**src/rtl/pin_irq_pkg.sv**
```systemverilog
package pin_irq_pkg;
    parameter int unsigned DEF_IRQ_PINS  = 4;
    parameter int unsigned DEF_GPIO_PINS = 3;
    parameter int unsigned DEF_SYNC_DEPTH = 2;

    typedef enum logic {
        PIN_DIR_IN  = 1'b0,
        PIN_DIR_OUT = 1'b1
    } pin_dir_e;

    // A source wants service when its level sits at its active level.
    function automatic logic level_active(input logic level, input logic active_high);
        return level == active_high;
    endfunction
endpackage

```
**src/rtl/pin_sync.sv**
```systemverilog
module pin_sync #(
    parameter int unsigned WIDTH  = 7,
    parameter int unsigned STAGES = 2
) (
    input  logic             clk,
    input  logic             rst_n,
    input  logic [WIDTH-1:0] async_i,
    output logic [WIDTH-1:0] sync_o
);
    logic [STAGES-1:0][WIDTH-1:0] stage_d, stage_q;

    always_comb begin
        stage_d[0] = async_i;
        for (int s = 1; s < int'(STAGES); s++) begin
            stage_d[s] = stage_q[s-1];
        end
    end

    always_ff @(posedge clk or negedge rst_n) begin
        if (!rst_n) stage_q <= '0;
        else        stage_q <= stage_d;
    end

    assign sync_o = stage_q[STAGES-1];
endmodule

```
**src/rtl/pin_qualify.sv**
```systemverilog
module pin_qualify #(
    parameter int unsigned WIDTH = 7
) (
    input  logic [WIDTH-1:0] level_i,
    input  logic [WIDTH-1:0] pol_i,
    input  logic [WIDTH-1:0] mask_i,
    input  logic [WIDTH-1:0] blocked_i,
    input  logic             lock_i,
    output logic [WIDTH-1:0] req_o
);
    import pin_irq_pkg::*;

    for (genvar k = 0; k < int'(WIDTH); k++) begin : g_src
        assign req_o[k] = level_active(level_i[k], pol_i[k])
                          & ~mask_i[k] & ~blocked_i[k] & ~lock_i;
    end
endmodule

```
**src/rtl/pin_irq_ctrl.sv**
```systemverilog
module pin_irq_ctrl #(
    parameter int unsigned IRQ_PINS   = pin_irq_pkg::DEF_IRQ_PINS,
    parameter int unsigned GPIO_PINS  = pin_irq_pkg::DEF_GPIO_PINS,
    parameter int unsigned SYNC_DEPTH = pin_irq_pkg::DEF_SYNC_DEPTH,
    localparam int unsigned SRC = IRQ_PINS + GPIO_PINS
) (
    input  logic                 clk,
    input  logic                 rst_n,
    input  logic [IRQ_PINS-1:0]  irq_pins_i,
    input  logic [GPIO_PINS-1:0] gpio_in_i,
    output logic [GPIO_PINS-1:0] gpio_out_o,
    output logic [GPIO_PINS-1:0] gpio_oe_o,
    input  logic [IRQ_PINS-1:0]  irq_pol_i,
    input  logic [IRQ_PINS-1:0]  irq_mask_i,
    input  logic [GPIO_PINS-1:0] gpio_dir_i,
    input  logic [GPIO_PINS-1:0] gpio_pol_i,
    input  logic [GPIO_PINS-1:0] gpio_mask_i,
    input  logic                 lock_i,
    output logic [SRC-1:0]       status_o,
    output logic [SRC-1:0]       src_req_o,
    output logic                 req_o
);
    import pin_irq_pkg::*;

    typedef struct packed {
        logic [SRC-1:0] status;
        logic [SRC-1:0] src_req;
        logic           any_req;
    } ctrl_state_t;

    ctrl_state_t state_d, state_q;

    logic [SRC-1:0] level_sync;
    logic [SRC-1:0] pol_all, mask_all, blocked_all, qual_req;

    // Interrupt pins occupy the low bits, IO pins the bits above them.
    pin_sync #(.WIDTH(SRC), .STAGES(SYNC_DEPTH)) u_sync (
        .clk     (clk),
        .rst_n   (rst_n),
        .async_i ({gpio_in_i, irq_pins_i}),
        .sync_o  (level_sync)
    );

    always_comb begin
        pol_all  = {gpio_pol_i, irq_pol_i};
        mask_all = {gpio_mask_i, irq_mask_i};
        blocked_all = '0;
        for (int g = 0; g < int'(GPIO_PINS); g++) begin
            blocked_all[IRQ_PINS+g] = (gpio_dir_i[g] == PIN_DIR_OUT);
        end
    end

    pin_qualify #(.WIDTH(SRC)) u_qualify (
        .level_i   (level_sync),
        .pol_i     (pol_all),
        .mask_i    (mask_all),
        .blocked_i (blocked_all),
        .lock_i    (lock_i),
        .req_o     (qual_req)
    );

    always_comb begin
        state_d         = state_q;
        state_d.status  = level_sync;
        state_d.src_req = qual_req;
        state_d.any_req = |qual_req;
    end

    always_ff @(posedge clk or negedge rst_n) begin
        if (!rst_n) state_q <= '0;
        else        state_q <= state_d;
    end

    always_comb begin
        for (int g = 0; g < int'(GPIO_PINS); g++) begin
            gpio_oe_o[g]  = (gpio_dir_i[g] == PIN_DIR_OUT);
            gpio_out_o[g] = gpio_pol_i[g];
        end
    end

    assign status_o  = state_q.status;
    assign src_req_o = state_q.src_req;
    assign req_o     = state_q.any_req;

    // Lock gates every request one edge after it is set.
    assert_lock_gate_R3: assert property (@(posedge clk) disable iff (!rst_n)
        $past(lock_i) |-> (src_req_o == '0 && !req_o));

    for (genvar k = 0; k < int'(SRC); k++) begin : g_chk
        assert_mask_gate_R4: assert property (@(posedge clk) disable iff (!rst_n)
            $past(mask_all[k]) |-> !src_req_o[k]);
        // A raised request means the reported level matched the active level.
        assert_polarity_R2: assert property (@(posedge clk) disable iff (!rst_n)
            src_req_o[k] |-> (status_o[k] == $past(pol_all[k])));
    end

    for (genvar g = 0; g < int'(GPIO_PINS); g++) begin : g_out_chk
        assert_output_silent_R10: assert property (@(posedge clk) disable iff (!rst_n)
            $past(gpio_dir_i[g]) |-> !src_req_o[IRQ_PINS+g]);
    end
endmodule

```
**config.mk**
```make
export PLATFORM = sky130hd
export DESIGN_NAME = pin_irq_ctrl
export DESIGN_NICKNAME = d
export VERILOG_FILES = /design/src/rtl/pin_irq_pkg.sv /design/src/rtl/pin_sync.sv /design/src/rtl/pin_qualify.sv /design/src/rtl/pin_irq_ctrl.sv
export SDC_FILE = /design/constraint.sdc
export NUM_CORES = 1
export LEC_CHECK = 0
export BUFFER_PORTS_ARGS = -buffer_cell sky130_fd_sc_hd__buf_2
export CORE_MARGIN = 3
export CORE_UTILIZATION = 39
export CTS_BUF_LIST = sky130_fd_sc_hd__clkbuf_16
export DETAILED_ROUTE_END_ITERATION = 10
export PLACE_DENSITY = 0.8
export RECOVER_POWER = 100
export SETUP_SLACK_MARGIN = 0.5
export SYNTH_ARGS = -nofsm -noshare
export SYNTH_HDL_FRONTEND = slang
export SYNTH_SLANG_ARGS = --single-unit
export TNS_END_PERCENT = 1
```
**constraint.sdc**
```tcl
create_clock -name clk -period 1.2 [get_ports clk]
set_input_delay 0.24 -clock clk [delete_from_list [all_inputs] [get_ports clk]]
set_output_delay 0.24 -clock clk [all_outputs]
set_load 0.02 [all_outputs]
```
==> results of run 1 <==
## metal layers
layer,wire length [um],track usage [%],vias up
met2,1238,23.59,40
met3,177,7.479,12
met1,714,13.90,294
met4,97,6.383,0
met5,0,0,-
li1,-,-,260
## state kept, by name, summed over array words and instances (netlist names)
register,cells
req_o,1
src_req_o,7
status_o,7
u_sync.stage_d,7
u_sync.sync_o,7
## critical path, delay by kind of cell, from the launching register on
family	cells	cell delay, ns
XOR/XNOR	1	0.18
flip-flops	1	0.38
AND/OR/NAND/NOR	3	0.60
## cell families (layout without fill, tap and decap cells)
kind of cell,after synthesis,after routing,share of synthesized area [%]
buffers and inverters,6,55,5.049
flip-flops,29,29,81.35
AND/OR/NAND/NOR,10,10,6.731
XOR/XNOR,7,7,6.873
## layout by cell type (no fill, tap or decap)
cell type	Yosys	routed
buf_2	0	19
buf_6	0	17
buf_8	0	4
clkbuf_1	0	7
clkbuf_16	0	5
clkbuf_2	0	1
clkinv_1	0	1
dfrtp_1	29	29
inv_1	0	1
nand2_1	1	1
nor3_1	5	4
nor3_2	0	1
nor4_1	3	2
nor4_2	1	2
xor2_1	7	7
## cell usage after synthesis
cell type / n
dfrtp_1: 29
xor2_1: 7
buf_4: 6
nor3_1: 5
nor4_1: 3
nand2_1: 1
nor4_2: 1
## worst paths after layout
| path | slack [ns] | start | cells past startpoint | end |
|---|---|---|---|---|
| worst max-delay path | -0.03 | u_sync.sync_o[6] | 4 | req_o |
| worst min-delay path | 0.0006 | rst_n | 1 | src_req_o[3] |
| worst max register to register | -0.03 | u_sync.sync_o[6] | 4 | req_o |
| worst min register to register | 0.34 | u_sync.stage_d[13] | 0 | u_sync.sync_o[6] |
| max in group asynchronous | 0.37 | rst_n | 2 | u_sync.stage_d[8] |
| min in group clk | 0.08 | gpio_in_i[1] | 1 | u_sync.stage_d[12] |
## final cells by class
cell class	instances	area, um^2
clock buffers	5	125.1
clock inverters	2	7.507
fillers	143	659.4
repair buffers	48	377.9
well taps	27	33.78
flip-flops and latches	29	725.7
multi-input cells	17	132.6
## what timing repair did
action | 4_1_cts | 5_1_grt
hold endpoints to repair | 13 | 13
setup endpoints to repair | 29 | 29
pin swaps | 1 | 4
gates resized for setup | 0 | 57
## power by group through the flow
stage	Sequential [mW]	Combinational (mW)	Clock, mW
6_report	1.06	0.253	1.10
3_5_place_dp	1.06	0.200	0
3_3_place_gp	1.06	0.196	0
5_1_grt	1.06	0.273	1.18
2_1_floorplan	1.10	0.0579	0
4_1_cts	1.05	0.204	1.10
==> impl_metrics.tcl, run 1 <==
set metrics [dict create \
    timing.final.setup_violations 1 \
    layout-area-overhead-vs-synth_pct 57.22 \
    dpl.hpwl_um 1249 \
    buffer_ports.inserted 47 \
    postCtsSetupRepairBufs 0 \
    first_global_vias 570 \
    start_util_pct 43.26 \
    routed_wire_length_per_instance_um 17.41 \
    status "complete, but fails checks" \
    overall_global_routing_resource_usage_pct 13.93 \
    final_cells 128 \
    total_nets_final 128 \
    final_max_slew_viol_count 0 \
    drc 0 \
    crit_path_cell_trace "xor2_1 > nor4_2 > nor3_1 > nand2_1" \
    layout-drive-gt1-share_pct 48.51 \
    grt_remaining_overflow 0 \
    grt_start_max_net_pins 17 \
    post-synth-top-area-fraction_pct 81.35 \
    clkSinkCount 29 \
    ys_top_cells_by_area "dfrtp_1 (81%), xor2_1 (6.9%), buf_4 (5.0%)" \
    cts-htree-levels 2 \
    power-per-cell-area_nw_per_um2 1717 \
    crit_required_ns 1.40 \
    power.combinational.fraction_pct 10.5 \
    post-route-worst-setup-slack_ns -0.02560 \
    first_iter_violations 7 \
    cts_tree "done" \
    core_region_area_um2 2062 \
    detail_route.wirelength_um 2228 \
    wire_length_of_the_first_global_routing_pass_um 2608 \
    initial_antenna_violation_count 0 \
    period_share_pct 102.1 \
    arr_time_crit_path_ns 1.43 \
    hold_viol_final 0 \
    design_area_um2 1403 \
    grt_setup_unrepaired "true" \
    ys.warnings.count 0 \
    rows 16 \
    critPathCaptureType "flop" \
    violations "negative setup slack" \
    internal_power_mw 1.889 \
    timing.hold.worst.class "in -> async" \
    fin_worst_skew_ns 0.005775 \
    placedInstanceArea_um2 1136 \
    switching_power_as_a_share_of_total_power_pct 21.56 \
    max_freq_ghz 0.8159 \
    die_area_um2 2897 \
    worst_setup_path_start_kind "flop" \
    clk_path_buf_depth 2 \
    synth.ff_latch_count 29 \
    dp_worst_setup_slack_ns 0.1290 \
    share_seq_of_total_power_pct 43.9 \
    dieWidth_um 53.83 \
    net-switching-power_mw 0.5194 \
    die_span_y_um 53.83 \
    vdd.ir_drop.worst_v 0.001518 \
    timing.hold.ws_ns 0.0005815 \
    insertedDiodeCount 0 \
    avgSynthCellArea_um2 17.16 \
    p_total_mw 2.409 \
    power_frac_clock_pct 45.5 \
    cts_made_buffers 5 \
    syn-instance-count 52 \
    ys_types 7 \
    portion_of_the_post_synthesis_area_used_by_sequential_elements_pct 81.35 \
    placed_cells 121 \
    synth.largest_area_cell "dfrtp_1" \
    max-slew-margin-rel_pct 52.69 \
    synthesis.nets 79 \
    firstDrtPassIters 4 \
    number_of_vias_after_detailed_routing 606 \
    post-route-util_pct 68.02 \
    vias_per_cell 4.734 \
    maxCapViolations 0 \
    clock_latency_ns 0.27 \
    synthesis.area_um2 892.1 \
    worstMarginPinSlew_ns 0.7097 \
    floorplan.io_pins 48 \
    clk_transition_reported_paths_ns 0.05 \
    tns_ns -0.02560 \
    gp_congestion 0.6720 \
    worstPathMaxFanout 2 \
    worst-setup-path-type "reg -> reg" \
    critical_path.slowest_cell "nor4_2" \
    cts_root_buffer "clkbuf_16" \
    post-route-min-period_ns 1.226 \
    detail-route-antenna-nets 0 \
    leakage_nw 0.6844 \
    critical-path-max-stage-delay_ns 0.39 \
]
Note: power is estimated with default switching activity, not from simulation.
==> run 2: changes to the inputs <==
==> constraint.sdc (replaced) <==
create_clock -name clk -period 1.2 [get_ports clk]
set_input_delay 0.06 -clock clk [delete_from_list [all_inputs] [get_ports clk]]
set_output_delay 0.06 -clock clk [all_outputs]
set_load 0.02 [all_outputs]
==> run 2 against run 1 <==
The flow finishes with violations (negative hold slack, negative setup slack). Clock skew decreased by 0.0052 ns. Clock power about the same. Fmax hardly changed. Non-clock buffer count rose by 6. First-iteration DRC count down 29%. Die area stayed put. Flip-flop and latch count unchanged. Final area decreased by 5.3%. Via count fell by 0.66%. Critical path type unchanged. Largest power group unchanged.
==> impl_metrics.tcl, run 2 (synthesis gave the netlist of run 1 again) <==
set metrics [dict create \
    status "complete, but fails checks" \
    violations "negative hold slack, negative setup slack" \
    number_of_vias_after_detailed_routing 602 \
    layout-drive-gt1-share_pct 35.51 \
    power.combinational.fraction_pct 9.1 \
    layout-area-overhead-vs-synth_pct 48.95 \
    placed_cells 120 \
    max-slew-margin-rel_pct 56.00 \
    vdd.ir_drop.worst_v 0.001137 \
    buffer_ports.inserted 47 \
    reg2reg_setup_slack_ns -0.03 \
    worstMarginPinSlew_ns 0.6600 \
    firstDrtPassIters 4 \
    grt_remaining_overflow 0 \
    share_seq_of_total_power_pct 44.5 \
    leakage_nw 0.6253 \
    crit_path_start "u_sync.sync_o[3]" \
    crit-reg2reg-launch "u_sync.sync_o[3]" \
    rr_endpoint "req_o" \
    power-per-cell-area_nw_per_um2 1778 \
    period_share_pct 102.1 \
    clk_transition_reported_paths_ns 0.05 \
    start_util_pct 43.26 \
    clk_path_buf_depth 2 \
    cts_made_buffers 5 \
    insertedDiodeCount 0 \
    core_region_area_um2 2062 \
    crit_required_ns 1.34 \
    final_max_slew_viol_count 0 \
    power_frac_clock_pct 46.5 \
    timing.critical_path.to "req_o" \
    internal_power_mw 1.849 \
    gp_congestion 0.6450 \
    detail_route.wirelength_um 1999 \
    cts-htree-levels 2 \
    wire_length_of_the_first_global_routing_pass_um 2339 \
    rows 16 \
    clkSinkCount 29 \
    routed_wire_length_per_instance_um 14.92 \
    worst_setup_path_start_kind "flop" \
    final_common_cell "dfrtp_1" \
    postCtsSetupRepairBufs 0 \
    arr_time_crit_path_ns 1.37 \
    hold_viol_final 36 \
    final_cells 134 \
    post-route-min-period_ns 1.226 \
    timing.final.setup_violations 1 \
    drc 0 \
    overall_global_routing_resource_usage_pct 12.51 \
    floorplan.io_pins 48 \
    initial_antenna_violation_count 0 \
    fin_worst_skew_ns 0.0005994 \
    reg2reg_depth 4 \
    timing.hold.ws_ns -0.1814 \
    die_span_y_um 53.83 \
    dieWidth_um 53.83 \
    post-route-util_pct 64.44 \
    cts_root_buffer "clkbuf_16" \
    worst-setup-path-type "reg -> reg" \
    dp_worst_setup_slack_ns 0.1357 \
    total_nets_final 134 \
    first_global_vias 523 \
    grt_start_max_net_pins 30 \
    clock_latency_ns 0.26 \
    first_iter_violations 5 \
    net-switching-power_mw 0.5143 \
    critPathCaptureType "flop" \
    cts_tree "done" \
    switching_power_as_a_share_of_total_power_pct 21.76 \
    vias_per_cell 4.493 \
    grt_setup_unrepaired "true" \
    post_cts_hold_buffer_count 7 \
    timing.hold.worst.class "in -> async" \
    post-route-worst-setup-slack_ns -0.02578 \
    detail-route-antenna-nets 0 \
    maxCapViolations 0 \
    layout_common_cells "dfrtp_1 (29), buf_2 (25), clkbuf_1 (21)" \
    design_area_um2 1329 \
    die_area_um2 2897 \
    placedInstanceArea_um2 1116 \
    max_freq_ghz 0.8158 \
    worstPathMaxFanout 2 \
]
## run 2: cell types whose count changed in the layout (fill, tap and decap cells not counted), sizes merged
cell,delta
buf,-15
dlygate4sd3,+7
clkbuf,+14
## run 2: how the worst min path moves through the flow
stage,startpoint,to,slack [ns],cells after the start
2_1_floorplan,rst_n,req_o,-0.24,0
3_3_place_gp,rst_n,src_req_o[4],0.09,1
3_5_place_dp,rst_n,status_o[6],0.1,1
4_1_cts,rst_n,status_o[4],-0.18,1
5_1_grt,rst_n,status_o[6],-0.12,1
6_report,rst_n,src_req_o[5],-0.18,1
## run 2: area by class of cell
cell class,count,area [um^2]
clock buffers,5,125.1
clock inverters,2,7.507
fillers,160,733.2
multi-input cells,17,157.7
flip-flops and latches,29,725.7
well taps,27,33.78
repair buffers,54,279.0
## run 2: repair_timing
action                                 in CTS  in global routing
pin swaps                                   1                  9
resized for setup                           0                 36
setup endpoints to repair                  23                 23
endpoints found under the hold margin      43                 36
## run 2: through the flow
stage | setup TNS, ns | total power [mW]
global placement | 0 | 1.250
finish | -0.02578 | 2.363
global route | -0.09300 | 2.465
detailed placement | 0 | 1.255
floorplan | 0 | 1.157
CTS | 0 | 2.375
## run 2: power by group through the flow
stage / Sequential [mW] / Combinational [mW] / Clock, mW
after floorplan: 1.10 / 0.0579 / 0
after global placement: 1.06 / 0.188 / 0
after detailed placement: 1.06 / 0.192 / 0
after CTS: 1.05 / 0.211 / 1.11
after global routing: 1.05 / 0.234 / 1.18
final: 1.05 / 0.214 / 1.10
## run 2: worst max-delay path, cell delays in order, from the launching register on
cell and delay (ns):
dfrtp_1 0.38, xor2_1 0.26, nor3_2 0.10, nor4_2 0.27, nand2_1 0.09
## run 2: layer usage
metal	part of all wire (%)	GRT usage, %	vias to the layer above
li1	-	-	272
met1	33	12.82	275
met2	50	19.96	45
met3	11	5.817	10
met4	5.5	8.936	0
met5	0	0	-
